===== config.mk =====
export PLATFORM = sky130hd
export DESIGN_NAME = ist_top
export DESIGN_NICKNAME = d
export VERILOG_FILES = /design/src/rtl/ist_pkg.sv /design/src/rtl/ist_fsm.sv /design/src/rtl/ist_slot.sv /design/src/rtl/ist_regs.sv /design/src/rtl/ist_top.sv
export SDC_FILE = /design/constraint.sdc
export NUM_CORES = 1
export LEC_CHECK = 0
export ABC_CLOCK_PERIOD_IN_PS = 1700
export BUFFER_PORTS_ARGS = -buffer_cell sky130_fd_sc_hd__buf_2
export CAP_MARGIN = 30
export CORE_ASPECT_RATIO = 1.4
export CORE_MARGIN = 2
export CORE_UTILIZATION = 48
export DETAILED_ROUTE_END_ITERATION = 10
export PLACE_DENSITY_LB_ADDON = 0.05
export SYNTH_ARGS = -nofsm -noshare
export SYNTH_HDL_FRONTEND = slang
export SYNTH_SLANG_ARGS = --single-unit
export TNS_END_PERCENT = 20

===== constraint.sdc =====
create_clock -name clk -period 1.7 [get_ports clk]
set_clock_uncertainty 0.05 [all_clocks]
set_input_delay 0.425 -clock clk [delete_from_list [all_inputs] [get_ports clk]]
set_output_delay 0.425 -clock clk [all_outputs]
set_load 0.03 [all_outputs]

===== src/rtl/ist_pkg.sv =====
package ist_pkg;
    localparam int BYTE_W = 8;

    // machine states
    typedef enum logic [1:0] {
        ST_IDLE   = 2'd0,
        ST_PEND   = 2'd1,
        ST_HELD   = 2'd2,
        ST_REPLAY = 2'd3
    } ist_state_e;

    // register action chosen for one cycle
    typedef enum logic [2:0] {
        ACT_NONE   = 3'd0,
        ACT_ACK    = 3'd1,
        ACT_REPORT = 3'd2,
        ACT_NODEV  = 3'd3,
        ACT_RAISE  = 3'd4
    } ist_act_e;

    // one-hot cause codes
    localparam logic [BYTE_W-1:0] CAUSE_FC  = 8'h08;
    localparam logic [BYTE_W-1:0] CAUSE_BS  = 8'h10;
    localparam logic [BYTE_W-1:0] CAUSE_DC  = 8'h20;
    localparam logic [BYTE_W-1:0] CAUSE_RST = 8'h80;

    // status layout (bit 7 INT is derived from the machine state)
    localparam int          STAT_TC_BIT = 4;
    localparam logic [2:0]  PHASE_ST    = 3'b011;

    // read addresses
    localparam logic [1:0] ADDR_STAT  = 2'd0;
    localparam logic [1:0] ADDR_CAUSE = 2'd1;
    localparam logic [1:0] ADDR_SEQ   = 2'd2;
    localparam logic [1:0] ADDR_FLAGS = 2'd3;
endpackage


===== src/rtl/ist_fsm.sv =====
module ist_fsm
    import ist_pkg::*;
(
    input  logic       clk,
    input  logic       rst,
    input  logic       ack,
    input  logic       cmpl_valid,
    input  logic       nodev_valid,
    input  logic       raise_valid,
    output ist_state_e state_q,
    output ist_act_e   act,
    output logic       slot_load,
    output logic       from_slot
);
    ist_state_e state_n;

    // next-state logic
    always_comb begin
        state_n = state_q;
        unique case (state_q)
            ST_IDLE, ST_PEND, ST_HELD: begin
                if (ack) begin
                    state_n = (cmpl_valid || state_q == ST_HELD) ? ST_REPLAY : ST_IDLE;
                end else if (cmpl_valid) begin
                    state_n = (state_q == ST_IDLE) ? ST_PEND : ST_HELD;
                end else if (nodev_valid || raise_valid) begin
                    state_n = (state_q == ST_IDLE) ? ST_PEND : state_q;
                end
            end
            ST_REPLAY: begin
                state_n = cmpl_valid ? ST_HELD : ST_PEND;
            end
            default: state_n = ST_IDLE;
        endcase
    end

    // state register
    always_ff @(posedge clk) begin
        if (rst) begin
            state_q <= ST_IDLE;
        end else begin
            state_q <= state_n;
        end
    end

    // outputs
    always_comb begin
        act       = ACT_NONE;
        slot_load = 1'b0;
        from_slot = 1'b0;
        unique case (state_q)
            ST_IDLE, ST_PEND, ST_HELD: begin
                if (ack) begin
                    act       = ACT_ACK;
                    slot_load = cmpl_valid;
                end else if (cmpl_valid) begin
                    if (state_q == ST_IDLE) begin
                        act = ACT_REPORT;
                    end else begin
                        slot_load = 1'b1;
                    end
                end else if (nodev_valid) begin
                    act = ACT_NODEV;
                end else if (raise_valid) begin
                    act = ACT_RAISE;
                end
            end
            ST_REPLAY: begin
                act       = ACT_REPORT;
                from_slot = 1'b1;
                slot_load = cmpl_valid;
            end
            default: act = ACT_NONE;
        endcase
    end
endmodule


===== src/rtl/ist_slot.sv =====
module ist_slot #(
    parameter int W = 8
) (
    input  logic         clk,
    input  logic         rst,
    input  logic         load,
    input  logic [W-1:0] din,
    output logic [W-1:0] q
);
    always_ff @(posedge clk) begin
        if (rst) begin
            q <= '0;
        end else if (load) begin
            q <= din;
        end
    end
endmodule


===== src/rtl/ist_regs.sv =====
module ist_regs
    import ist_pkg::*;
#(
    parameter int                TCW      = 24,
    parameter logic [BYTE_W-1:0] SEQ_DONE = 8'h04
) (
    input  logic              clk,
    input  logic              rst,
    input  ist_act_e          act,
    input  logic [BYTE_W-1:0] report_byte,
    input  logic [BYTE_W-1:0] raise_cause,
    input  logic              xfer_done,
    input  logic              tc_load,
    input  logic [TCW-1:0]    tc_value,
    input  logic              flags_load,
    input  logic [BYTE_W-1:0] flags_value,
    output logic [6:0]        stat_q,
    output logic [BYTE_W-1:0] cause_q,
    output logic [BYTE_W-1:0] seq_q,
    output logic [BYTE_W-1:0] flags_q,
    output logic [TCW-1:0]    tc_q,
    output logic [BYTE_W-1:0] fin_q
);
    localparam logic [6:0] STAT_REPORT = 7'(PHASE_ST) | (7'd1 << STAT_TC_BIT);

    always_ff @(posedge clk) begin
        if (rst) begin
            stat_q  <= '0;
            cause_q <= '0;
            seq_q   <= '0;
            flags_q <= '0;
            tc_q    <= '0;
            fin_q   <= '0;
        end else begin
            // low-priority field updates, overridden by the action below
            if (xfer_done)  stat_q[STAT_TC_BIT] <= 1'b1;
            if (tc_load)    tc_q    <= tc_value;
            if (flags_load) flags_q <= flags_value;
            unique case (act)
                ACT_ACK: begin
                    cause_q             <= '0;
                    stat_q[STAT_TC_BIT] <= 1'b0;
                    seq_q               <= SEQ_DONE;
                end
                ACT_REPORT: begin
                    stat_q  <= STAT_REPORT;
                    cause_q <= CAUSE_BS;
                    seq_q   <= '0;
                    flags_q <= '0;
                    tc_q    <= '0;
                    fin_q   <= report_byte;
                end
                ACT_NODEV: begin
                    stat_q  <= '0;
                    cause_q <= CAUSE_DC;
                    seq_q   <= '0;
                end
                ACT_RAISE: begin
                    cause_q <= raise_cause;
                end
                default: ;
            endcase
        end
    end
endmodule


===== src/rtl/ist_top.sv =====
module ist_top
    import ist_pkg::*;
#(
    parameter int          TCW      = 24,
    parameter logic [7:0]  SEQ_DONE = 8'h04
) (
    input  logic           clk,
    input  logic           rst,
    input  logic           rd_en,
    input  logic [1:0]     rd_addr,
    output logic [7:0]     rd_data,
    input  logic           raise_valid,
    input  logic [7:0]     raise_cause,
    input  logic           cmpl_valid,
    input  logic [7:0]     cmpl_byte,
    input  logic           nodev_valid,
    input  logic           xfer_done,
    input  logic           tc_load,
    input  logic [TCW-1:0] tc_value,
    input  logic           flags_load,
    input  logic [7:0]     flags_value,
    output logic           irq,
    output logic [TCW-1:0] tc_count,
    output logic [7:0]     final_status
);
    logic       ack;
    ist_state_e st_q;
    ist_act_e   act;
    logic       slot_load;
    logic       from_slot;
    logic [7:0] slot_q;
    logic [7:0] report_byte;
    logic [6:0] stat_q;
    logic [7:0] cause_q;
    logic [7:0] seq_q;
    logic [7:0] flags_q;

    assign ack = rd_en && (rd_addr == ADDR_CAUSE);

    ist_fsm u_fsm (
        .clk         (clk),
        .rst         (rst),
        .ack         (ack),
        .cmpl_valid  (cmpl_valid),
        .nodev_valid (nodev_valid),
        .raise_valid (raise_valid),
        .state_q     (st_q),
        .act         (act),
        .slot_load   (slot_load),
        .from_slot   (from_slot)
    );

    ist_slot #(.W(BYTE_W)) u_slot (
        .clk  (clk),
        .rst  (rst),
        .load (slot_load),
        .din  (cmpl_byte),
        .q    (slot_q)
    );

    assign report_byte = from_slot ? slot_q : cmpl_byte;

    ist_regs #(.TCW(TCW), .SEQ_DONE(SEQ_DONE)) u_regs (
        .clk         (clk),
        .rst         (rst),
        .act         (act),
        .report_byte (report_byte),
        .raise_cause (raise_cause),
        .xfer_done   (xfer_done),
        .tc_load     (tc_load),
        .tc_value    (tc_value),
        .flags_load  (flags_load),
        .flags_value (flags_value),
        .stat_q      (stat_q),
        .cause_q     (cause_q),
        .seq_q       (seq_q),
        .flags_q     (flags_q),
        .tc_q        (tc_count),
        .fin_q       (final_status)
    );

    assign irq = (st_q == ST_PEND) || (st_q == ST_HELD);

    always_comb begin
        rd_data = '0;
        if (rd_en) begin
            unique case (rd_addr)
                ADDR_STAT:  rd_data = {irq, stat_q};
                ADDR_CAUSE: rd_data = cause_q;
                ADDR_SEQ:   rd_data = seq_q;
                ADDR_FLAGS: rd_data = flags_q;
                default:    rd_data = '0;
            endcase
        end
    end
endmodule


After elaboration in Yosys (flattened, before gate mapping). Index checks and enable logic that the tools add are counted.

Add/subtract/negate cells: 0. $mul: 0. Divide/modulo/power cells: 0. $lt $le $gt $ge: 0. Eq/ne operators: 12. Shift-type cells: 0. Multiplexer cells: 27. Bitwise operators: 0. Reduce and logical (&&, ||, !) cells: 15.

Operators by type and width (count): one-hot mux 8 bit (4 select lines) (2); two-way mux 2 bit (8); two-way mux 8 bit (2); one-hot mux 8 bit (2 select lines) (1); two-way mux 3 bit (4); == test 2 bit (second input constant) (4); inequality test 4 x 3 -> 1 bit (second input constant) (2); one-hot mux 4 bit (2 select lines) (1); == test 3 x 2 -> 1 bit (second input constant) (2); one-hot mux 3 bit (2 select lines) (1); OR reduction 2 bit (3); two-way mux 1 bit (5); == test 2 x 1 -> 1 bit (second input constant) (2); logical NOT 2 bit (2); one-hot mux 1 bit (2 select lines) (2); one-hot mux 2 bit (2 select lines) (1); nonzero test 2 bit (2); nonzero test 4 bit (1); == test 3 x 1 -> 1 bit (second input constant) (1); == test 3 bit (second input constant) (1); logical OR 1 bit (3); nonzero test 3 bit (1); OR reduction 3 bit (1); AND reduction 2 bit (1); logical AND 1 bit (1).

Register bits: 71. Latch bits: 0. Memory bits (writable): 0. Memory bits (read-only): 0. Bits of input ports: 59. Output and inout port bits: 41. Memories kept: 0.

Longest topological paths before layout. Gate-level depths: netlist of the first run.

Word-level depth: 8. Depth in mapped cells: 8.

Hierarchy. A second synthesis of the first run with hierarchy kept.

Cell total of the unflattened synthesis: 284. Area total of the unflattened synthesis: 2884.0 um2.

By module, submodules not included: ist_regs (times used 1, cells an instance 199, area an instance 2021.9 um2, sequential area each 1021.0 um2); ist_top (times used 1, cells an instance 29, area an instance 360.3 um2, sequential area each 0.0 um2); ist_slot (times used 1, cells an instance 26, area an instance 285.3 um2, sequential area each 160.2 um2); ist_fsm (times used 1, cells an instance 30, area an instance 216.5 um2, sequential area each 40.0 um2).

Least setup slack after synthesis of the first run. No wires, ideal clock.

Path type: in2out. Start point: in rd_addr[0]. End point: out rd_data[2]. Arrival: 1.533 ns. Data required time: 1.225 ns. Path slack: -0.308 ns. Cell stages on the path: 3. Cell sequence: buf_1 nand3b_1 a21boi_0.

Cells in the longest elaborated chain, start to end: 3. Elaborated cells on any way between the ends: 6. Classes of those cells: eq/ne: 3; mux: 2; reduce/logical: 1.

Ends and longest elaborated chain: from (decl) (line ist_top.sv:10) `input logic [1:0] rd_addr,`; == test 2 bit, or another cell as far along (line ist_top.sv:87) `unique case (rd_addr)`; one-hot mux 8 bit (4 select lines) (*) (line ist_top.sv:87); two-way mux 8 bit (*) (line ist_top.sv:86) `if (rd_en) begin`; to (decl) (line ist_top.sv:11) `output logic [7:0] rd_data,`.

Mark *: on every way between the ends. The rest lies on a longest branch, timed or not.

Final worst setup path of the first run.
Start point: reg u_fsm.state_q[0]. End point: out rd_data[7].

Cells in the longest elaborated chain, start to end: 4. Elaborated cells on any way between the ends: 5. Classes of those cells: eq/ne: 2; mux: 2; reduce/logical: 1.

Ends and longest elaborated chain: from (decl) (line ist_fsm.sv:10) `output ist_state_e state_q,`; from (signal assigned) (line ist_fsm.sv:42) `state_q <= state_n;`; == test 2 x 1 -> 1 bit or == test 2 bit (tied branches) (line ist_top.sv:82) `assign irq = (st_q == ST_PEND) || (st_q == ST_HELD);`; logical OR 1 bit (*) (line ist_top.sv:82); one-hot mux 8 bit (4 select lines) (*) (line ist_top.sv:87); two-way mux 8 bit (*) (line ist_top.sv:86).

Marked as above.

==> results of run 1 <==
-- final timing paths --
check / startpoint / end / slack (ns) / cells after the start
max: u_fsm.state_q[0] / rd_data[7] / -0.18 / 6
min: tc_value[3] / u_regs.tc_q[3] / 0.28 / 3
max reg2reg: u_fsm.state_q[0] / u_fsm.state_q[0] / -0.04 / 9
min reg2reg: u_regs.tc_q[7] / u_regs.tc_q[7] / 0.43 / 2
-- routing by layer --
layer / part of all wire [%] / wire [µm] / vias up
li1: - / - / 1185
met1: 41 / 2378 / 1005
met2: 52 / 2984 / 64
met3: 5.9 / 337 / 5
met4: 0.92 / 53 / 0
met5: 0 / 0 / -
-- cell families after synthesis --
group | count (synthesis) | share of synthesized area (%)
fa+ha+maj | 3 | 1.432
buf+inv | 23 | 4.774
simple gates | 92 | 15.85
mux | 54 | 20.67
flops | 61 | 46.59
compound gates | 40 | 10.69
-- flip-flops by register name, summed over array words and instances, names as in the netlist --
name            count
u_regs.tc_q        24
u_regs.cause_q      8
u_regs.fin_q        8
u_regs.flags_q      8
u_slot.q            8
u_fsm.state_q       2
u_regs.stat_q       2
u_regs.seq_q        1
-- power breakdown --
part	internal, mW	total, mW	switching [mW]
Sequential	1.53	1.58	0.0470
Clock	0.683	1.22	0.540
Combinational	0.348	0.770	0.422
Total	2.56	3.57	1.01
-- area by class of cell --
cell class,count,share of cell area (%)
Tap cell,66,2.284
Clock buffer,11,3.633
Timing Repair Buffer,126,21.38
Sequential cell,61,33.88
Inverter,5,0.5190
Multi-Input combinational cell,189,36.64
Clock inverter,5,1.661
-- placed cells by master (no fill, tap or decap), types with 2 or more instances in the layout --
cell type,instances
dfxtp_1,58
a21oi_1,8
mux2i_1,53
a211oi_1,8
o21ai_4,2
dfxtp_2,3
o21ai_1,3
nor2_1,65
o21ai_0,3
nand3_1,5
inv_2,2
buf_12,3
inv_1,3
buf_4,24
o31ai_1,2
a21oi_2,2
buf_2,93
nor3_1,3
and2_1,3
nand3b_1,2
nand2_1,4
a22oi_1,6
clkbuf_8,9
clkbuf_1,2
nand2b_1,2
buf_6,6
-- through the flow --
stage	TNS [ns]	util, %	instance area (µm²)	setup slack [ns]
finish	-0.3976	69.06	3616	-0.1822
floorplan	-0.2547	-	2629	-0.05398
global route	-0.8225	69.06	3616	-0.2603
detailed placement	-1.094	63.23	3311	-0.05511
CTS	-0.4794	67.79	3550	-0.2165
global placement	-1.127	63.23	3311	-0.05218
-- tightest hold or removal path, delay by kind of cell --
kind | cells | cell delay [ns]
buffers and inverters | 1 | 0.07
multiplexers | 1 | 0.05
AND/OR/NAND/NOR | 1 | 0.07
-- timing repair --
action                                 in CTS  in global routing
hold buffers                                0                  0
resized for setup                          16                 14
buffers inserted                            1                  4
endpoints found under the hold margin       0                  0
setup endpoints to repair                   6                 25
pin swaps                                   3                  5
==> summary.txt, run 1 <==
Status
  • Outcome: complete, but fails checks
  • Failing checks: setup timing

Timing
  • Period utilization: 110.7%
  • Slew Limit Fails: 0
  • RSZ-0062 raised after global routing: true
  • Max Clk Rate: ~530 MHz
  • Setup ws final: -0.1822 ns
  • Final min period: roughly 1.9 ns
  • Worst slew margin: 50.16%
  • Final Hold Vio Count: 0
  • Worst slew pin tran: ~0.74 ns
  • Final count of negative-setup-slack endpoints: 4
  • Min Hold Slack: ~0.28 ns

Synth
  • Warnings, synthesis: 0
  • Seq cells post-synth: 61
  • Synth Flop Type: dfxtp_1
  • Sequential area share after synthesis: between 40% and 50%
  • Most frequent cell after synthesis: nor2_1
  • Top post-synthesis cells by area: dfxtp_1, mux2i_1, nor2_1
  • Post-Syn Nets: roughly 340
  • Unique cell type count in the Yosys netlist: 35
  • Syn Area/Cell: about 9.6 µm²
  • Mapped cell area: between 2000 and 3000 µm²
  • Post-synth top area cell: dfxtp_1
  • Top cell type's share of synthesized area: 46.59%
  • Cells after synthesis: approximately 270
  • Post-synth EDFFs: 0
  • Synth async-reset ratio: 0%
  • Post-synth top cells: nor2_1, dfxtp_1, mux2i_1

Setup path
  • Crit path largest cell delay: about 0.33 ns
  • Crit path max fanout: 2
  • Worst setup path class: reg -> out
  • CP top delay family: flip-flops
  • CP startpoint kind: flop
  • CP bufs+invs: 2
  • CP required: between 1 and 1.5 ns
  • Critical path's slowest cell: dfxtp_2
  • Crit-path cells: inv_2, ha_4, mux2i_1, o21ai_1, and2_4, buf_6
  • WP data arrival: between 1 and 1.5 ns
  • Type of destination of the critical path: output pin

Clock network
  • Sink Count: about 60
  • Clock root buffer master: clkbuf_8
  • Clock Latency Late Sink: about 0.32 ns
  • Clk buf depth: 2
  • Clock transition at path regs: about 0.07 ns
  • Cts bufs inserted: 9
  • TritonCTS clock tree: yes
  • H-tree Lvls: 3

GRT
  • Gr busiest metal: met2
  • Vias in the first global route: roughly 2100
  • Grt ovf: 0
  • GRT Total Usage: 19.82%
  • Grt met3 use: roughly 5.6%
  • Met2 Use GR: approximately a third
  • First-pass GRT wire length: between 9000 and 10000 µm
  • Number of antenna violations at the first check in global routing: 0
  • Met1 usage: ~22%
  • Largest net degree at the start of global routing: 33

Finish
  • Layout cells sized above 1: approximately two fifths
  • FF+latch area: 1225 µm²
  • Final-stage net count: about 450
  • Multi-input gate area: around 1300 µm²
  • N_diodes: 0
  • Layout Area Growth over Synthesis: 37.95%
  • Fill cells: 440
  • Post-Layout Cell Count: about 460

Die
  • Core ar.: ~5200 µm²
  • Die area: approximately 6100 µm²
  • I/O pins: 100
  • Overall die height: 91.44 µm
  • Row Count: 31
  • Starting Density: about 50%
  • Chip width: 66.46 µm

Drt
  • Antenna-violating nets left: 0
  • Drt pass-1 iters: 4
  • Initial DRC count: just over 60
  • # DRC: 0
  • DR WL/cell: roughly 12 µm
  • DRT Wirelength: approximately 5800 µm
  • Vias after detailed routing: roughly 2300
  • Post-DR vias/cell: around 4.9

Power
  • PwrDens: 987.2 nW/µm²
  • Leakage: 1.768 nW
  • Pwr Total: approximately 3.6 mW
  • Worst VDD drop: approximately 760 µV

Placed design
  • Post-DP HPWL: between 4000 and 5000 µm
  • Port bufs: between 90 and 100
  • RePlAce Congestion: 0.7763
  • Placed Cells: between 400 and 500

Worst hold path
  • Hold crit path type: in -> reg

Run
  • MaxCap Viol Count: 0
Note: power is estimated with default switching activity, not from simulation.
==> inputs of run 2 (changes only) <==
CORE_UTILIZATION = 50   (was 48)
SYNTH_HIERARCHICAL = 1   (was not set)
==> run 2 against run 1 <==
Against the previous run: the run still ends with setup timing left; worst setup slack lost 0.18 ns; final cell count grew 3.7%; synthesized cell count grew 4.0%; sequential power is essentially flat; total power grew 6.4%; die area grew 5.3%; hold slack lost 0.013 ns; count of clock-buffer cells in the layout grew 1; fmax shrank 8.6%; critical endpoint unchanged; largest power group unchanged.
==> summary.txt, run 2 <==
Setup path
  • Origin of the worst setup path: u_fsm/state_q[0]
  • Reg-to-reg startpoint: u_fsm/state_q[0]
  • WP data arrival: 1.58 ns
  • Crit path max fanout: 2
  • CP startpoint kind: flop
  • Type of destination of the critical path: output pin
  • CP required: around 1.2 ns
  • Worst Reg2Reg Path Length in Cells: 10
  • Worst setup path class: reg -> out

Synth
  • Post-synth top area cell: dfxtp_1
  • Compound-gate portion of the synthesized area: 6.421%
  • Post-synth top cells: dfxtp_1, nor2_1, mux2i_1
  • Synth Flop Type: dfxtp_1
  • Top cell type's share of synthesized area: between 40% and 50%
  • Cells after synthesis: approximately 280
  • Xor-xnor portion of the synthesized cell area: less than 1%
  • Synth Area in Simple Gates: 15.27%
  • Multiplexer area fraction after synthesis: a little over a quarter
  • Unique cell type count in the Yosys netlist: 38
  • Largest family of logic cells by synthesized area: multiplexers
  • Adder-cell share of the synthesized area: about 1.3%
  • Synth async-reset ratio: 0%
  • Sequential area share after synthesis: a little over two fifths
  • Post-synth EDFFs: 0
  • Mapped cell area: a little under 3000 µm²
  • Top post-synthesis cells by area: dfxtp_1, mux2i_1, nor2_1
  • Seq cells post-synth: about 60
  • Most frequent cell after synthesis: dfxtp_1
  • Warnings, synthesis: 6
  • Syn Area/Cell: 10.15 µm²

GRT
  • Largest net degree at the start of global routing: 33
  • Number of antenna violations at the first check in global routing: 0
  • Vias in the first global route: between 2000 and 2500
  • First-pass GRT wire length: approximately 9800 µm
  • Grt ovf: 0
  • GRT Total Usage: between 20 and 25%

Timing
  • Setup ws final: -0.3592 ns
  • Min Hold Slack: roughly 0.27 ns
  • Period utilization: 121.1%
  • Final min period: 2.059 ns
  • Final count of negative-setup-slack endpoints: 66
  • Final Hold Vio Count: 0
  • RSZ-0062 raised after global routing: true
  • Slew Limit Fails: 0
  • Fin Setup TNS: -7.750 ns
  • Max Clk Rate: roughly 490 MHz

Finish
  • N_diodes: 0
  • Top reg by flops: u_regs/tc_q
  • Commonest non-fill, non-tap cell in the layout: buf_2
  • Fill cells: roughly 420
  • Max FFs per register: 24
  • Multi-input gate area: roughly 1700 µm²
  • Layout cells sized above 1: a little over half
  • Final-stage net count: roughly 470
  • FF+latch area: around 1200 µm²
  • Most frequent cells in the layout: buf_2, dfxtp_1, nor2_1, mux2i_1, buf_4
  • Layout Area Growth over Synthesis: 40.82%
  • Post-Layout Cell Count: 480
  • Final core occ: between 70% and 80%

Drt
  • Post-DR vias/cell: approximately 5
  • Antenna-violating nets left: 0
  • DR WL/cell: between 10 and 15 µm
  • # DRC: 0
  • DRT Wirelength: about 6300 µm
  • Initial DRC count: ~110
  • Drt pass-1 iters: 4
  • Vias after detailed routing: about 2400

Power
  • Leakage: 1.917 nW
  • P_int: between 2 and 3 mW
  • Worst VDD drop: ~700 µV
  • Power share of the clock group: 33.0%
  • Switching Share: between 20% and 30%
  • Combinational fraction of design power: roughly a quarter
  • Sw Pwr: around 1.1 mW
  • Flop pwr share: approximately two fifths
  • PwrDens: around 940 nW/µm²

Placed design
  • Post-DP HPWL: between 4000 and 5000 µm
  • RePlAce Congestion: 0.8150
  • Placed Cells: 454
  • Port bufs: approximately 100

Die
  • Overall die height: 93.86 µm
  • Core ar.: ~5500 µm²
  • Chip width: around 68 µm
  • I/O pins: 100
  • Die area: between 6000 and 7000 µm²
  • Row Count: 32
  • Starting Density: a little over half

Clock network
  • H-tree Lvls: 3
  • Clock Latency Late Sink: between 0.3 and 0.4 ns
  • Clock transition at path regs: approximately 0.06 ns
  • Cts hold-fix bufs: 0
  • TritonCTS clock tree: yes
  • Cts bufs inserted: 9
  • Clock root buffer master: clkbuf_8
  • Clk buf depth: 2
  • Sink Count: about 60

Status
  • Outcome: complete, but fails checks
  • Failing checks: setup timing

Worst hold path
  • WHS Path Cells: 2
  • Hold Startpoint: xfer_done
  • Hold crit path type: in -> reg

Run
  • MaxCap Viol Count: 0
## run 2: changes by cell type after synthesis, moves of 7 or more
| cell | change |
|---|---|
| nor2_2 | +10 |
| mux2_2 | +7 |
| buf_4 | +12 |
| nor2_1 | -15 |
| mux4_2 | +8 |
| a211oi_1 | -7 |
## run 2: logic make-up after synthesis
group / after synthesis
simple gates: 90
mux: 64
flops: 61
buf+inv: 33
compound gates: 31
fa+ha+maj: 3
other cells: 1
xor+xnor: 1
## run 2: what timing repair did
action	CTS	global route
setup endpoints to repair	58	68
pin swaps	27	14
endpoints found under the hold margin	0	0
buffers inserted	9	2
gates resized for setup	65	26
## run 2: critical path, stage by stage (launching register included)
cell and delay, ns:
dfxtp_4 0.35, xor2_2 0.17, mux4_2 0.45, and2_4 0.15, buf_6 0.13
## run 2: worst paths after layout
path,end,slack (ns)
setup / recovery,rd_data[7],-0.36
setup reg to reg,u_regs/cause_q[0],-0.20
hold / removal,u_regs/stat_q[4],0.27
hold reg to reg,u_regs/cause_q[6],0.43
## run 2: final cells by class
type                    count  share of cell area (%)
clock buffers              12                   3.574
clock inverters             4                   1.171
inverters                   3                  0.3389
multi-input cells         200                   40.70
flip-flops and latches     61                   30.44
well taps                  68                   2.095
repair buffers            132                   21.69
## run 2: metrics by stage
stage	worst slack (ns)	cell area [µm²]	power (mW)
CTS	-0.3703	3974	3.798
global placement	-0.3119	3510	2.404
finish	-0.3592	4061	3.798
detailed placement	-0.3327	3510	2.416
global route	-0.4193	4061	3.976
floorplan	-0.2835	2958	2.193
## run 2: power groups by stage
stage	clock [mW]	sequential (mW)	combinational, mW
6_report	1.25	1.59	0.958
3_5_place_dp	0	1.62	0.800
4_1_cts	1.29	1.59	0.928
5_1_grt	1.34	1.60	1.03
2_1_floorplan	0	1.71	0.478
3_3_place_gp	0	1.61	0.792
## run 2: routing by layer
layer / GRT usage (%) / part of all wire, % / wire, µm / vias up
li1: - / - / - / 1195
met1: 23.93 / 43 / 2719 / 1100
met2: 34.22 / 48 / 3069 / 83
met3: 4.556 / 6.9 / 437 / 11
met4: 10.67 / 1.9 / 119 / 0
met5: 0 / 0 / 0 / -
==> inputs of run 3 (changes only) <==
BUFFER_PORTS_ARGS = -buffer_cell sky130_fd_sc_hd__buf_4   (was -buffer_cell sky130_fd_sc_hd__buf_2)
==> run 3 against run 2 <==
Against the previous run: the run still ends with setup timing left; final area up 2.5%; flip-flop and latch count is the same; sequential share of layout area decreased by 0.81 points; fmax shrank 0.33%; first-iteration DRC count decreased by 41%; clock power hardly changed; worst setup slack worse by 0.0069 ns; largest power group unchanged.
==> summary.txt, run 3 (synthesized netlist as in run 2, its figures left out) <==
Timing
  • Setup ws final: -0.3660 ns
  • Min Hold Slack: around 0.26 ns
  • Final min period: just over 2 ns
  • RSZ-0062 raised after global routing: true
  • Max Clk Rate: between 400 and 500 MHz
  • Slew Limit Fails: 0
  • Final Hold Vio Count: 0
  • Period utilization: 121.5%
  • Final count of negative-setup-slack endpoints: 56

Status
  • Failing checks: setup timing
  • Outcome: complete, but fails checks

Setup path
  • CP startpoint kind: flop
  • WP data arrival: roughly 1.6 ns
  • Type of destination of the critical path: output pin
  • CP required: around 1.2 ns
  • Critical path's slowest cell: mux4_2
  • CP top delay family: multiplexers
  • CP bufs+invs: 1
  • Worst setup path class: reg -> out
  • Crit path max fanout: 4
  • Crit-path cells: xor2_2, mux4_2, and2_4, buf_6
  • Crit path largest cell delay: approximately 0.45 ns
  • R2r setup slk: -0.13 ns

Finish
  • Layout Area Growth over Synthesis: 44.38%
  • Top reg by flops: u_regs/tc_q
  • N_diodes: 0
  • Fill cells: 430
  • Most frequent cells in the layout: buf_4, dfxtp_1, mux2i_1
  • Final-stage net count: around 460
  • Layout cells sized above 1: 50.37%
  • Commonest non-fill, non-tap cell in the layout: buf_4
  • Max FFs per register: 24

Power
  • PwrDens: approximately 910 nW/µm²
  • Sw Pwr: around 1.1 mW
  • Worst VDD drop: approximately 750 µV
  • Flop pwr share: around two fifths
  • P_int: about 2.7 mW
  • Switching Share: 28.82%
  • Power share of the clock group: 32.6%
  • Leakage: between 1.5 and 2 nW
  • Combinational fraction of design power: 25.7%

Drt
  • DRT Wirelength: between 6000 and 7000 µm
  • Vias after detailed routing: around 2400
  • DR WL met2: approximately 3300 µm
  • # DRC: 0
  • Post-DR vias/cell: around 5
  • Initial DRC count: between 60 and 70
  • WL met3: roughly 480 µm
  • M1 wire length: 2574 µm
  • Antenna-violating nets left: 0
  • Drt pass-1 iters: 4
  • DR WL/cell: around 13 µm
  • Max Used Layer: met4

Die
  • Chip width: 68.19 µm
  • Starting Density: a little over half
  • Core ar.: roughly 5500 µm²
  • I/O pins: 100
  • Die area: between 6000 and 7000 µm²
  • Overall die height: approximately 94 µm
  • Row Count: 32

Clock network
  • Cts bufs inserted: 9
  • Cts hold-fix bufs: 0
  • Clock root buffer master: clkbuf_8
  • Clock Latency Late Sink: ~0.34 ns
  • H-tree Lvls: 3
  • Sink Count: 61
  • Clk buf depth: 2
  • Clock transition at path regs: around 0.070 ns
  • TritonCTS clock tree: yes

Placed design
  • Pre-CTS setup slack: -0.3364 ns
  • Port bufs: between 90 and 100
  • Post-DP HPWL: roughly 4700 µm
  • RePlAce Congestion: ~0.79

GRT
  • Vias in the first global route: about 2300
  • Grt ovf: 0
  • First-pass GRT wire length: roughly 10000 µm
  • GRT Total Usage: ~22%
  • Largest net degree at the start of global routing: 33
  • Number of antenna violations at the first check in global routing: 0

Run
  • MaxCap Viol Count: 0

Worst hold path
  • Hold crit path type: in -> reg
run 3: cell count changes in the layout (fill, tap and decap cells not counted), sizes merged:
cell      previous run  this run
clkbuf              12        11
clkinvlp             1         2
clkinv               2         3
buf                132       126
run 3: what timing repair did:
action / 4_1_cts / 5_1_grt
pin swaps: 14 / 2
gates resized for setup: 48 / 5
setup buffers: 3 / 1
endpoints found under the setup margin: 59 / 67
cloned: 0 / 1
run 3: area by class of cell:
type / instances / area [µm²] / share of cell area [%]
clock buffers: 10 / 127.6 / 3.065
clock inverters: 6 / 63.81 / 1.532
inverters: 3 / 11.26 / 0.2704
multi-input cells: 200 / 1594 / 38.28
flip-flops and latches: 61 / 1234 / 29.63
well taps: 68 / 85.08 / 2.043
repair buffers: 127 / 1049 / 25.18
run 3: per-layer routing:
metal,track usage (%),vias to the layer above
met1,25.31,1100
met4,9.500,0
li1,-,1185
met3,4.796,8
met5,0,-
met2,36.49,73
run 3: path summary, 6_finish.rpt:
| kind | start | end | depth (start not counted) |
|---|---|---|---|
| worst min register to register | u_regs/cause_q[6] | u_regs/cause_q[6] | 2 |
| worst min-delay path | xfer_done | u_regs/stat_q[4] | 2 |
| worst max register to register | u_fsm/state_q[1] | u_regs/fin_q[3] | 8 |
| worst max-delay path | u_fsm/state_q[0] | rd_data[7] | 4 |
run 3: per-stage QoR:
step / instances / total power [mW] / cell area, µm² / utilization [%] / setup TNS (ns)
finish: 475 / 3.806 / 4164 / 75.36 / -4.674
global placement: 454 / 2.476 / 3745 / 67.78 / -13.61
detailed placement: 454 / 2.494 / 3745 / 67.78 / -15.93
global route: 475 / 3.979 / 4164 / 75.36 / -9.897
CTS: 473 / 3.805 / 4113 / 74.43 / -5.149
floorplan: 294 / 2.193 / 2958 / - / -11.67
run 3: power by group through the flow:
stage / registers [mW] / logic [mW] / clock network (mW)
floorplan: 1.71 / 0.478 / 0
global placement: 1.61 / 0.861 / 0
detailed placement: 1.62 / 0.874 / 0
CTS: 1.59 / 0.954 / 1.26
global route: 1.60 / 1.05 / 1.32
finish: 1.59 / 0.977 / 1.24
run 3: worst reg2reg max path, delay by kind of cell (launching register included):
family        cells  cell delay [ns]
fa+ha+maj         1             0.24
buf+inv           2             0.31
flops             1             0.36
mux               1             0.21
simple gates      4             0.54
